--- config.mk ---
export PLATFORM = sky130hd
export DESIGN_NAME = twin_axis_counter
export DESIGN_NICKNAME = d
export VERILOG_FILES = /design/src/rtl/tac_pkg.sv /design/src/rtl/tac_sync.sv /design/src/rtl/tac_axis.sv /design/src/rtl/twin_axis_counter.sv
export SDC_FILE = /design/constraint.sdc
export NUM_CORES = 1
export LEC_CHECK = 0
export BUFFER_PORTS_ARGS = -buffer_cell sky130_fd_sc_hd__clkbuf_2
export CORE_UTILIZATION = 60
export CTS_CLUSTER_SIZE = 20
export DETAILED_ROUTE_END_ITERATION = 7
export PLACE_DENSITY = 0.77
export SYNTH_ARGS = -nofsm -noshare
export SYNTH_HDL_FRONTEND = slang
export SYNTH_SLANG_ARGS = --single-unit
--- constraint.sdc ---
create_clock -name clk -period 3.2 [get_ports clk]
set_clock_uncertainty 0.15 [all_clocks]
set_input_delay 0.16 -clock clk [delete_from_list [all_inputs] [get_ports clk]]
set_output_delay 0.16 -clock clk [all_outputs]
set_load 0.01 [all_outputs]
--- src/rtl/tac_pkg.sv ---
package tac_pkg;
  typedef enum logic [1:0] {STEP_NONE, STEP_UP, STEP_DN, STEP_BAD} step_e;

  // prv/cur are {A,B}; one bit changing is a legal step
  function automatic step_e classify(input logic [1:0] prv, input logic [1:0] cur);
    if (prv == cur) return STEP_NONE;
    if ((prv ^ cur) == 2'b11) return STEP_BAD;
    return (cur[1] ^ prv[0]) ? STEP_UP : STEP_DN;
  endfunction
endpackage

--- src/rtl/tac_sync.sv ---
module tac_sync #(
  parameter int W = 1,
  parameter logic [W-1:0] RV = '0
) (
  input  logic         clk,
  input  logic         rst_n,
  input  logic [W-1:0] d,
  output logic [W-1:0] q
);
  logic [W-1:0] s1;
  always_ff @(posedge clk or negedge rst_n) begin
    if (!rst_n) begin
      s1 <= RV;
      q  <= RV;
    end else begin
      s1 <= d;
      q  <= s1;
    end
  end
endmodule

--- src/rtl/tac_axis.sv ---
module tac_axis
  import tac_pkg::*;
#(
  parameter int CW = 12
) (
  input  logic          clk,
  input  logic          rst_n,
  input  logic          clr,
  input  logic          a,
  input  logic          b,
  output logic [CW-1:0] count,
  output logic          step_evt,
  output logic          bad_evt
);
  localparam logic [CW-1:0] ONE = 1;
  logic [1:0] prv;
  step_e      st;

  assign st       = classify(prv, {a, b});
  assign step_evt = (st == STEP_UP || st == STEP_DN) && !clr;
  assign bad_evt  = (st == STEP_BAD);

  always_ff @(posedge clk or negedge rst_n) begin
    if (!rst_n) begin
      prv   <= 2'b00;
      count <= '0;
    end else begin
      prv <= {a, b};
      if (clr) count <= '0;
      else if (st == STEP_UP) count <= count + ONE;
      else if (st == STEP_DN) count <= count - ONE;
    end
  end

  AST_UP_ONE: assert property (@(posedge clk) disable iff (!rst_n)
    (st == STEP_UP && !clr) |=> count == $past(count) + ONE);
  AST_DN_ONE: assert property (@(posedge clk) disable iff (!rst_n)
    (st == STEP_DN && !clr) |=> count == $past(count) - ONE);
  AST_BAD_HOLD: assert property (@(posedge clk) disable iff (!rst_n)
    (bad_evt && !clr) |=> $stable(count));
  AST_CLR_ZERO: assert property (@(posedge clk) disable iff (!rst_n)
    clr |=> count == '0);
endmodule

--- src/rtl/twin_axis_counter.sv ---
module twin_axis_counter #(
  parameter int CW = 12,
  parameter int DW = 8,
  parameter int NK = 3
) (
  input  logic          clk,
  input  logic          rst_n,
  input  logic          clr_x,
  input  logic          clr_y,
  input  logic          xa,
  input  logic          xb,
  input  logic          ya,
  input  logic          yb,
  input  logic [NK-1:0] key_n,
  input  logic          rd_en,
  input  logic          axis_sel,
  input  logic          hi_sel,
  output logic [DW-1:0] dout,
  output logic          cnt_flag,
  output logic          key_flag
);
  localparam int HW = CW - DW;
  localparam int PW = DW - HW - NK;

  logic [3:0]    enc_s;
  logic [NK-1:0] key_s;
  logic [CW-1:0] cnt [2];
  logic [CW-1:0] snap [2];
  logic [1:0]    step_evt, bad_evt;
  logic [1:0]    clr_v;
  logic          any_step;
  logic [NK-1:0] pressed;

  tac_sync #(.W(4), .RV(4'b0000)) u_enc_sync (
    .clk(clk), .rst_n(rst_n), .d({ya, yb, xa, xb}), .q(enc_s));
  tac_sync #(.W(NK), .RV({NK{1'b1}})) u_key_sync (
    .clk(clk), .rst_n(rst_n), .d(key_n), .q(key_s));

  assign clr_v = {clr_y, clr_x};

  for (genvar g = 0; g < 2; g++) begin : g_axis
    tac_axis #(.CW(CW)) u_axis (
      .clk(clk), .rst_n(rst_n), .clr(clr_v[g]),
      .a(enc_s[2*g+1]), .b(enc_s[2*g]),
      .count(cnt[g]), .step_evt(step_evt[g]), .bad_evt(bad_evt[g]));

    always_ff @(posedge clk or negedge rst_n) begin
      if (!rst_n) snap[g] <= '0;
      else if (rd_en && !hi_sel && (axis_sel == g[0])) snap[g] <= cnt[g];
    end
  end

  assign any_step = |step_evt;
  assign pressed  = ~key_s;
  assign key_flag = |pressed;

  always_ff @(posedge clk or negedge rst_n) begin
    if (!rst_n) begin
      dout     <= '0;
      cnt_flag <= 1'b0;
    end else begin
      if (rd_en) begin
        if (hi_sel) dout <= {{PW{1'b0}}, pressed, snap[axis_sel][CW-1:DW]};
        else        dout <= cnt[axis_sel][DW-1:0];
      end
      if (any_step)   cnt_flag <= 1'b1;
      else if (rd_en) cnt_flag <= 1'b0;
    end
  end

  AST_DOUT_HOLD: assert property (@(posedge clk) disable iff (!rst_n)
    !rd_en |=> $stable(dout));
  AST_FLAG_SET: assert property (@(posedge clk) disable iff (!rst_n)
    any_step |=> cnt_flag);
  AST_FLAG_CLR: assert property (@(posedge clk) disable iff (!rst_n)
    (rd_en && !any_step) |=> !cnt_flag);
  AST_LO_READ: assert property (@(posedge clk) disable iff (!rst_n)
    (rd_en && !hi_sel) |=> dout == $past(cnt[axis_sel][DW-1:0]));
endmodule

# Word-level counts from Yosys, hierarchy flattened
# Cells that the tools add are included.
[classes]
magnitude_cmp = 1
n_addsub = 4
n_mux = 31
eq_ne = 8
bitwise = 7
n_reduce_logical = 15
[op_table]
columns = ["op", "n"]
rows = [
  ["$mux W12", 9],
  ["$mux W8", 4],
  ["$add A12 B1 Y12 const B", 2],
  ["$sub A12 B1 Y12 const B", 2],
  ["$mux W2", 10],
  ["$eq A2 B2 Y1 const B", 4],
  ["$mux W1", 8],
  ["$reduce_bool A3 Y1", 2],
  ["$logic_and A1 B1 Y1", 5],
  ["$eq A2 B1 Y1 const B", 2],
  ["$eq A2 B2 Y1", 2],
  ["$xor A2 B2 Y2", 2],
  ["$logic_not A1 Y1", 3],
  ["$not A3 Y3", 1],
  ["$reduce_or A3 Y1", 1],
  ["$ge A2 B2 Y1 const B", 1],
  ["$logic_or A1 B1 Y1", 2],
  ["$not A1 Y2", 1],
  ["$reduce_bool A2 Y1", 1],
  ["$reduce_or A2 Y1", 1],
  ["$xor A1 B1 Y1", 2],
  ["$not A1 Y1", 1],
]
[word_totals]
in_bits = 14
elab_cells = 78
reg_bits = 75
output_inout_bits = 10

# Logic depth before layout (Yosys ltp)
# Gate-level depths: netlist of the first run.
[depth]
depth_word = 11
depth_mapped = 12
mapped_depth_nobuf = 12

# Cells and area by module
# From an unflattened synthesis of the first run, not the netlist that was laid out.
[unflattened]
hier_cells = 347
area_unflattened_um2 = 3508.4
[by_module_without_submodules]
columns = ["mod", "area_each_um2", "seq_area_each_um2", "instances", "cells_each"]
rows = [
  ["tac_axis", 1121.1, 350.3, 2, 129],
  ["twin_axis_counter", 908.4, 425.4, 1, 75],
  ["tac_sync at u_enc_sync", 200.2, 200.2, 1, 8],
  ["tac_sync at u_key_sync", 157.7, 157.7, 1, 6],
]

# Least setup slack after synthesis of the first run
# OpenSTA, ideal clock, no wires.
[synth_path]
path_type = "reg-to-reg"
from = "register u_enc_sync.q[1]"
to = "register g_axis[0].u_axis.count[10]"
setup_slack_ns = 0.317
required_time_ns = 2.928
stages_incl_launch_ff = 12
setup_ns = 0.122
n_path_buf = 0
t_arrival_ns = 2.611
period_less_slack_ns = 2.883
path_cell_list = "dfrtp_1 -> o211ai_1 -> o21a_1 -> inv_1 -> ha_1 -> inv_1 -> ha_1 -> nor2b_4 -> o31ai_2 -> a21oi_1 -> or3_1 -> a32o_1"
[synth_via]
elab_chain_cells = 9
elab_cells_between_ends = 16
cone_classes = "4 x eq/ne; 9 x mux; 2 x bitwise; 1 x reduce/logical"
[synth_rtl]
columns = ["element", "line", "text"]
rows = [
  ["start, declared", "tac_sync.sv:8", "output logic [W-1:0] q"],
  ["start signal, assigned", "tac_sync.sv:14", "q <= RV;"],
  ["start signal, assigned", "tac_sync.sv:17", "q <= s1;"],
  ["$xor A2 B2 Y2", "tac_pkg.sv:7", "if ((prv ^ cur) == 2'b11) return STEP_BAD;"],
  ["$eq A2 B2 Y1", "tac_pkg.sv:7", ""],
  ["$mux W1 (2 in a row)", "tac_pkg.sv:7", ""],
  ["$mux W2", "tac_pkg.sv:8", "return (cur[1] ^ prv[0]) ? STEP_UP : STEP_DN;"],
  ["$mux W2 *", "tac_pkg.sv:7", ""],
  ["$eq A2 B1 Y1", "tac_axis.sv:30", "else if (st == STEP_UP) count <= count + ONE;"],
  ["$mux W12", "tac_axis.sv:30", ""],
  ["$mux W12", "tac_axis.sv:29", "if (clr) count <= '0;"],
  ["end signal, assigned", "tac_axis.sv:30", ""],
  ["end signal, assigned", "tac_axis.sv:31", "else if (st == STEP_DN) count <= count - ONE;"],
  ["end, declared", "tac_axis.sv:11", "output logic [CW-1:0] count,"],
]
# Every way passes the cells marked *; elsewhere a longest branch is shown, timed or not. The select of a mux whose other input is x is not followed.
# A chain may end at the register's enable or synchronous reset.

# Worst setup path in the final report of the first run
[layout_path]
from = "register u_enc_sync.q[3]"
to = "register g_axis[1].u_axis.count[10]"
[layout_via]
elab_chain_cells = 9
elab_cells_between_ends = 16
cone_classes = "4 x eq/ne; 9 x mux; 2 x bitwise; 1 x reduce/logical"
[layout_rtl]
columns = ["element", "line"]
rows = [
  ["$xor A2 B2 Y2", "tac_pkg.sv:7"],
  ["$eq A2 B2 Y1", "tac_pkg.sv:7"],
  ["$mux W1 (2 in a row)", "tac_pkg.sv:7"],
  ["$mux W2", "tac_pkg.sv:8"],
  ["$mux W2 *", "tac_pkg.sv:7"],
  ["$eq A2 B1 Y1", "tac_axis.sv:30"],
  ["$mux W12", "tac_axis.sv:30"],
  ["$mux W12", "tac_axis.sv:29"],
  ["end signal, assigned", "tac_axis.sv:30"],
  ["end signal, assigned", "tac_axis.sv:31"],
  ["end, declared", "tac_axis.sv:11"],
]
# Marks and branches as above.

==> results.cfg, run 1 <==
[cells_and_area]
final_layout_size_suffix_gt1_share_pct = 24.93
fin_area_sq_mm = 0.004016
final_util_pct = 72.94
layout_commonest_cell = dfrtp_1
areaGrowthSynthToFinish_pct = 16.85
fillCellCount = 381
final_nets = 416
antenna_cells = 0
mostFrequentLayoutCells = dfrtp_1 (53), a21oi_1 (34), nand2_1 (27)

[clock_tree]
cts_root_buf = clkbuf_8
cts-buffers-inserted = 9
cts_tree = yes
cts_max_path_buffers = 2
cts_sinks = 59
path_clk_slew_ps = 80
insertion_delay_ps = 350
htreeDepth = 3

[logic_synthesis]
syn_area_sq_mm = 0.003437
synth-edff-count = 0
syn_inst = 333
synth_nets = 373
synth_seq_cells = 59
synth-async-reset-ratio_pct = 100.0
synth_cell_types = 46
ys_seq_area_share_pct = 43.17
synth_warnings = 0
synthFlopType = dfrtp_1
syn_avg_cell_area_sq_um = 10.32

[critical_path]
start_kind = register
cpMostUsedCell = a21oi_1
critical-path-top-delay-family = compound AO/OA/AOI/OAI gates
worstReg2RegStart = u_enc_sync.q[3]
slowest_delay_ps = 450
r2r-end = g_axis[1].u_axis.count[10]
path_depth = 11
crit_chain = nor2b_1, o21ai_0, o21a_1, ha_4, clkinvlp_4, buf_2, ha_1, a21oi_1, a21oi_1, or3_1, a32o_1
end_kind = register
crit_type = reg -> reg
critPathBufInv = 2
worstPathMaxFanout = 7
ff2ff_setup_slack_ps = 120
required_ps = 3290
ff2ff_path_depth = 11
cp_slowest_cell = dfrtp_1
crit_arrival_ps = 3160

[place]
gp_congestion = 0.9106
placed_area_sq_mm = 0.003645
pre_cts_ws_ps = 76.04
hpwl_microns = 5358
numPortBuffers = 23

[floorplan]
dieArea_sq_mm = 0.006035
io_pins = 24
rows = 27
chipHeight_microns = 77.69
die_x_microns = 77.69
coreArea_sq_mm = 0.005507
start_util_pct = 62.42

[routing]
drtAntennaViolNets = 0
drt_pre_antenna_iters = 4
num_vias = 2737
detailedRoute.firstIterationViolations = 191
routed_wirelength_microns = 7650
vias_per_cell = 6.042
drc = 0
post_drt_wl_per_cell_microns = 16.89

[sta]
worstMarginPinSlew_ps = 716.8
fin_crit_sh_pct = 96.24
clock.fmax_mhz = 324.7
finalCriticalPeriod_ps = 3080
finalHoldViolCount = 0
setup_ws_ps = 120.3
drv_slew = 0
setup_viol = 0
relSlewSlack_pct = 52.21
fin_tns_setup_ps = 0
whs_ps = 65.91

[grt]
grt_max_degree = 60
gr-total-overflow = 0
grt_pass1_vias = 2689
grt_first_pass_wirelength_microns = 12780
track_usage_pct = 27.96
antenna_found_initial = 0

[min_path]
hold_end = g_axis[0].u_axis.count[5]
hold_class = in -> reg
hold_depth = 2
min_from = clr_x

[power]
cellPowerDensity_mw_per_mm2 = 765.3
ir_drop_mv = 0.4036
p_leak_nw = 1.827

[job]
maxCapViolCount = 0

[status]
status = finished, final reports clean
==> cell families after synthesis <==
logic type,Yosys count,synth area share [%]
fa+ha+maj,26,9.902
mux,24,8.992
flops,59,43.17
xor+xnor,8,2.039
buf+inv,22,2.439
simple gates,97,14.82
compound gates,97,18.64
==> metal layers <==
layer,wire [microns],vias to the layer above,track usage (%)
met5,0,-,0
met4,72,0,8.113
met3,401,10,8.235
met2,3915,69,47.35
met1,3260,1340,34.53
li1,-,1318,-
==> through the flow <==
step / total power (W) / std cells
floorplan: 0.002000 / 333
global placement: 0.002281 / 424
detailed placement: 0.002315 / 424
CTS: 0.003015 / 448
global route: 0.003288 / 453
finish: 0.003074 / 453
==> worst reg2reg max path: stages, from the launching register on <==
cell and delay [ps]:
dfrtp_1 450, nor2b_1 160, o21ai_0 150, o21a_1 200, ha_4 190, clkinvlp_4 130
buf_2 200, ha_1 360, a21oi_1 280, a21oi_1 130, or3_1 310, a32o_1 260
==> layout make-up <==
type	instances	area, sq um	area share (%)
Inverter	13	52.55	1.308
Multi-Input combinational cell	252	1922	47.85
Clock buffer	9	123.9	3.084
Sequential cell	59	1484	36.95
Clock inverter	7	76.32	1.900
Tap cell	72	90.09	2.243
Timing Repair Buffer	41	267.8	6.667
==> timing repair <==
item,in CTS,in global routing
hold endpoints to repair,60,0
buffers inserted,0,5
hold buffers,8,0
endpoints found under the setup margin,0,10
gates resized for setup,0,15
==> synth_stat cells (all sizes together), types with 8 or more instances <==
cell    number  area, sq um
ha          24        300.3
nor2        18        67.56
o21a         8        60.06
or3          8        50.05
mux2        15        168.9
inv         13        48.80
a21oi       37        185.2
o211ai       8        60.06
dfrtp       53         1326
nand2       27        101.4
clkbuf       8        30.03
o21ai       14        70.07
==> where the power goes <==
group	total, W	switching (W)	internal, W
combinational	0.00130	0.000689	0.000608
clock	0.000682	0.000320	0.000363
sequential	0.00109	0.000167	0.000928
total	0.00307	0.00118	0.00190
==> registers in the layout, summed over array words and instances, names as in the netlist <==
name                 cells
cnt_flag                 1
dout                     8
g_axis.u_axis.count     24
g_axis.u_axis.prv        4
snap                     8
u_enc_sync.q             4
u_enc_sync.s1            4
u_key_sync.q             3
u_key_sync.s1            3
==> worst max-delay path by stage <==
stage | slack (ps) | start | end
after global placement | 150 | u_enc_sync.q[3] | g_axis[1].u_axis.count[8]
after global routing | -10 | u_enc_sync.q[3] | g_axis[1].u_axis.count[8]
final | 120 | u_enc_sync.q[3] | g_axis[1].u_axis.count[10]
after detailed placement | 80 | u_enc_sync.q[3] | g_axis[1].u_axis.count[10]
after CTS | 60 | u_enc_sync.q[3] | g_axis[1].u_axis.count[10]
after floorplan | 320 | u_enc_sync.q[1] | g_axis[0].u_axis.count[10]
Power figures use the tool's default switching activity.
==> run 2, diff against run 1 <==
--- a/config.mk
+++ b/config.mk
@@ -5,11 +5,12 @@
 export SDC_FILE = /design/constraint.sdc
 export NUM_CORES = 1
 export LEC_CHECK = 0
-export BUFFER_PORTS_ARGS = -buffer_cell sky130_fd_sc_hd__clkbuf_2
-export CORE_UTILIZATION = 60
+export ABC_AREA = 1
+export CORE_UTILIZATION = 64
 export CTS_CLUSTER_SIZE = 20
 export DETAILED_ROUTE_END_ITERATION = 7
-export PLACE_DENSITY = 0.77
+export DONT_BUFFER_PORTS = 1
+export PLACE_DENSITY = 0.78
 export SYNTH_ARGS = -nofsm -noshare
 export SYNTH_HDL_FRONTEND = slang
 export SYNTH_SLANG_ARGS = --single-unit
==> results.cfg, run 2 <==
[grt]
gr-total-overflow = 0
grt_first_pass_wirelength_microns = 14100
grt_max_degree = 60
antenna_found_initial = 0
grt_pass1_vias = 2982
track_usage_pct = 30.91

[critical_path]
critical-path-top-delay-family = adder cells
start_kind = register
cpMostUsedCell = nand3_1
cp_slowest_cell = ha_1
crit_chain = xnor2_1, nand2_1, a21oi_1, ha_2, clkinvlp_4, ha_1, nand3_1, nand3_1, or2_2, nand3_1, o21ai_0
required_ps = 3280
worstPathMaxFanout = 10
crit_arrival_ps = 3040
critPathBufInv = 1
end_kind = register
crit_type = reg -> reg
slowest_delay_ps = 440

[cells_and_area]
areaGrowthSynthToFinish_pct = 12.37
final_layout_size_suffix_gt1_share_pct = 8.669
final_util_pct = 76.57
largest_reg_flops = 24
top_register = g_axis.u_axis.count
antenna_cells = 0
reg_top3 = g_axis.u_axis.count (24), dout (8), snap (8)
mostFrequentLayoutCells = nand2_1 (133), inv_1 (67), dfrtp_1 (53)
layout_commonest_cell = nand2_1
fin_area_sq_mm = 0.004035
final_nets = 531

[logic_synthesis]
syn_area_sq_mm = 0.003591
synth_largest_area_cell = dfrtp_1
synth_top_family_by_area = simple AND/OR/NAND/NOR gates
synth-simple-area-share_pct = 26.62
synth_nets = 503
synth-edff-count = 0
synthFlopType = dfrtp_1
yosysTopAreaCellShare_pct = 36.93
synth_xor_area_share_pct = 2.439
ys_seq_area_share_pct = 41.32
syn_avg_cell_area_sq_um = 7.756
synth_seq_cells = 59
synth_compound_area_share_pct = 9.408
yosys.area_share.adder_pct = 9.477
synth_warnings = 0
synth_cell_types = 29
synth_common_cells = nand2_1 (133), inv_1 (69), dfrtp_1 (53), nor2_1 (41), nand3_1 (35)
muxShareOfSynthArea_pct = 2.091
syn_inst = 463
synth.most_common_cell = nand2_1
yosys-top-cells-area = dfrtp_1 (37%), nand2_1 (14%), ha_1 (8.4%)
synth-async-reset-ratio_pct = 100.0

[sta]
relSlewSlack_pct = 44.25
whs_ps = 20.31
finalCriticalPeriod_ps = 2966
worstMarginPinSlew_ps = 833.2
drv_slew = 0
rsz0062_at_grt = true
finalHoldViolCount = 0
clock.fmax_mhz = 337.2
fin_crit_sh_pct = 92.67
fin_tns_setup_ps = 0
setup_viol = 0

[clock_tree]
cts-buffers-inserted = 9
insertion_delay_ps = 340
cts_root_buf = clkbuf_8
cts_max_path_buffers = 2
cts_tree = yes
path_clk_slew_ps = 70
htreeDepth = 3
cts_sinks = 59

[floorplan]
rows = 26
coreArea_sq_mm = 0.005270
chipHeight_microns = 76.91
io_pins = 24
die_x_microns = 76.91
start_util_pct = 68.14
dieArea_sq_mm = 0.005914

[routing]
drtAntennaViolNets = 0
post_drt_wl_per_cell_microns = 14.64
drt_pre_antenna_iters = 5
detailedRoute.firstIterationViolations = 220
drc = 0
routed_wirelength_microns = 8286
num_vias = 3079
vias_per_cell = 5.440

[power]
ir_drop_mv = 0.4855
total_power_w = 0.003569
p_leak_nw = 2.143
cellPowerDensity_mw_per_mm2 = 884.4

[place]
gp_congestion = 0.9228
numPortBuffers = 0
placed_area_sq_mm = 0.003651
hpwl_microns = 5809

[min_path]
hold_class = in -> reg

[status]
status = finished, final reports clean

[job]
maxCapViolCount = 0
==> run 2: repair_timing <==
action / 4_1_cts / 5_1_grt
hold buffers: 18 / 0
endpoints found under the hold margin: 88 / 0
setup endpoints to repair: 0 / 4
setup buffers: 0 / 1
gates resized for setup: 0 / 4
==> run 2: final cells by class <==
type | count | area [sq um]
multi-input combinational | 328 | 1802
sequential | 59 | 1484
fill | 416 | 1235
inverter | 72 | 282.8
timing repair buffer | 20 | 212.7
clock buffer | 11 | 131.4
tap | 70 | 87.58
clock inverter | 5 | 30.03
timing repair inverter | 1 | 5.005
==> run 2: where the power goes <==
part | leakage (nW) | switching (W) | internal [W] | total (W)
Clock | 0.0791 | 0.000293 | 0.000277 | 0.000570
Combinational | 1.33 | 0.00116 | 0.000706 | 0.00187
Sequential | 0.730 | 0.000177 | 0.000956 | 0.00113
==> run 2: kinds of logic (layout without fill, tap and decap cells) <==
group,after synthesis,count (layout)
AOI/OAI and AO/OA,62,62
xor gates and xnor gates,10,10
adders and majority gates,26,26
buffers and inverters,76,109
DFF,59,59
muxes,5,5
and+or+nand+nor,225,225
==> run 2: metrics by stage <==
step,setup WS [ps],cells
2_1_floorplan,660.8,463
3_3_place_gp,387.6,530
3_5_place_dp,301.1,530
4_1_cts,279.3,564
5_1_grt,-46.89,566
6_report,234.5,566
==> run 2: worst paths after layout <==
check,slack (ps),start,cells after the start,to
min in group asynchronous,230,rst_n,2,dout[3]
max in group asynchronous,2370,rst_n,2,u_key_sync.q[2]
worst min register to register,210,u_key_sync.s1[2],0,u_key_sync.q[2]
worst max-delay path,230,u_enc_sync.q[1],11,g_axis[0].u_axis.count[4]
worst min-delay path,20,hi_sel,3,dout[0]
worst max register to register,230,u_enc_sync.q[1],11,g_axis[0].u_axis.count[4]
==> run 2: worst min-delay path: stages <==
cell	delay, ps
a21oi_1	30
o21ai_0	160
a31oi_1	120
==> run 2: layer usage <==
layer	wire length (microns)	part of all wire (%)	track usage (%)
met1	3792	46	39.72
met2	3872	47	51.25
met3	477	5.8	7.262
met4	143	1.7	10.00
met5	0	0	0
==> run 3, diff against run 2 <==
--- a/config.mk
+++ b/config.mk
@@ -6,6 +6,8 @@
 export NUM_CORES = 1
 export LEC_CHECK = 0
 export ABC_AREA = 1
+export CAP_MARGIN = 20
+export CORE_MARGIN = 2
 export CORE_UTILIZATION = 64
 export CTS_CLUSTER_SIZE = 20
 export DETAILED_ROUTE_END_ITERATION = 7
==> results.cfg, run 3 (same netlist as run 2, synthesis figures left out) <==
[power]
cellPowerDensity_mw_per_mm2 = 897.2
ir_drop_mv = 0.4866
p_leak_nw = 2.162

[job]
maxCapViolCount = 0

[cells_and_area]
antenna_cells = 0
largest_reg_flops = 24
final_nets = 528
fillCellCount = 438
reg_top3 = g_axis.u_axis.count (24), dout (8), snap (8)
areaGrowthSynthToFinish_pct = 12.37
top_register = g_axis.u_axis.count
mostFrequentLayoutCells = nand2_1 (133), inv_1 (68), dfrtp_1 (53)
fin_area_sq_mm = 0.004035
final_layout_size_suffix_gt1_share_pct = 7.911
layout_commonest_cell = nand2_1

[sta]
relSlewSlack_pct = 48.67
rsz0062_at_grt = true
worstMarginPinSlew_ps = 767.2
clock.fmax_mhz = 338.9
finalCriticalPeriod_ps = 2951
fin_tns_setup_ps = 0
fin_crit_sh_pct = 92.21
drv_slew = 0
setup_viol = 0
finalHoldViolCount = 0

[critical_path]
cp_slowest_cell = dfrtp_1
cpMostUsedCell = nand3_1
r2r-end = g_axis[0].u_axis.count[4]
start_kind = register
required_ps = 3250
worstReg2RegStart = u_enc_sync.q[1]
crit_chain = xnor2_1, nand2_1, a21oi_1, inv_1, ha_1, inv_1, ha_1, nand3_1, nand3_1, or2_2, nand3_1, o21ai_0
worstPathMaxFanout = 10
crit_start = u_enc_sync.q[1]
ff2ff_setup_slack_ps = 250
end_kind = register
ff2ff_path_depth = 12
slowest_delay_ps = 410
crit_arrival_ps = 3000
crit_type = reg -> reg

[grt]
grt_max_degree = 60
grt_pass1_vias = 3031
gr-total-overflow = 0
grt_first_pass_wirelength_microns = 13320
track_usage_pct = 27.46
antenna_found_initial = 0

[routing]
drtAntennaViolNets = 0
vias_per_cell = 5.412
drt_pre_antenna_iters = 5
drc = 0
routed_wirelength_microns = 7753
detailedRoute.firstIterationViolations = 173
post_drt_wl_per_cell_microns = 13.72
num_vias = 3058

[status]
status = finished, final reports clean

[place]
numPortBuffers = 0
hpwl_microns = 5691
placed_area_sq_mm = 0.003654
gp_congestion = 0.9089

[floorplan]
die_x_microns = 78.91
io_pins = 24
chipHeight_microns = 78.91
rows = 27
dieArea_sq_mm = 0.006226
start_util_pct = 65.61
coreArea_sq_mm = 0.005473

[min_path]
min_from = axis_sel
hold_depth = 4
hold_class = in -> reg
hold_end = dout[3]

[clock_tree]
cts_root_buf = clkbuf_8
cts_max_path_buffers = 2
cts-buffers-inserted = 9
cts_tree = yes
cts_sinks = 59
htreeDepth = 3
path_clk_slew_ps = 60
insertion_delay_ps = 330
## run 3: changes by cell type in the layout (fill, tap and decap cells not counted), sizes merged
| cell | previous run | this run |
|---|---|---|
| dlygate4sd3 | 17 | 16 |
| bufinv | 0 | 1 |
| clkinvlp | 5 | 1 |
| inv | 70 | 72 |
| buf | 3 | 2 |
## run 3: metal layers
layer / routed length (microns) / track usage, %
met1: 3565 / 36.82
met5: 0 / 0
met2: 3626 / 44.27
met4: 122 / 9.310
met3: 439 / 6.364
## run 3: what timing repair did
action / 4_1_cts / 5_1_grt
resized for setup: 0 / 1
buffers inserted: 0 / 0
hold buffers: 17 / 0
hold endpoints to repair: 86 / 0
endpoints found under the setup margin: 0 / 5
## run 3: final cells by class
| type | count | area, sq um | area share, % |
|---|---|---|---|
| multi-input combinational | 328 | 1797 | 44.53 |
| sequential | 59 | 1484 | 36.78 |
| inverter | 72 | 275.3 | 6.822 |
| timing repair buffer | 18 | 195.2 | 4.837 |
| clock buffer | 11 | 141.4 | 3.504 |
| tap | 72 | 90.09 | 2.233 |
| clock inverter | 5 | 52.55 | 1.302 |
## run 3: power by group
part | switching [W] | internal [W] | leakage, nW
Sequential | 0.000178 | 0.000956 | 0.730
Combinational | 0.00113 | 0.000696 | 1.33
Clock | 0.000280 | 0.000376 | 0.0991
## run 3: worst max-delay path, delay by kind of cell, from the launching register on
family	cells	cell delay, ps
AO/OA/AOI/OAI	2	300
XOR/XNOR	1	200
adder cells (fa/ha/maj)	2	650
buffers and inverters	2	390
flip-flops	1	410
AND/OR/NAND/NOR	5	720
## run 3: how the worst max path moves through the flow
stage          slack (ps)                         end
2_1_floorplan         660   g_axis[1].u_axis.count[4]
3_3_place_gp          410   g_axis[0].u_axis.count[4]
3_5_place_dp          240   g_axis[0].u_axis.count[4]
4_1_cts               220   g_axis[0].u_axis.count[4]
5_1_grt               -50  g_axis[0].u_axis.count[10]
6_report              250   g_axis[0].u_axis.count[4]
## run 3: stage by stage
step	total power (W)	util, %	instances	hold slack [ps]	worst slack (ps)
after global routing	0.003974	73.73	565	49.21	-49.94
after detailed placement	0.002895	66.76	532	-284.0	243.3
final	0.003620	73.73	565	11.99	249.4
after floorplan	0.002537	-	463	-285.6	660.8
after CTS	0.003613	73.73	565	1.029	221.3
after global placement	0.002844	66.76	532	-284.5	407.2
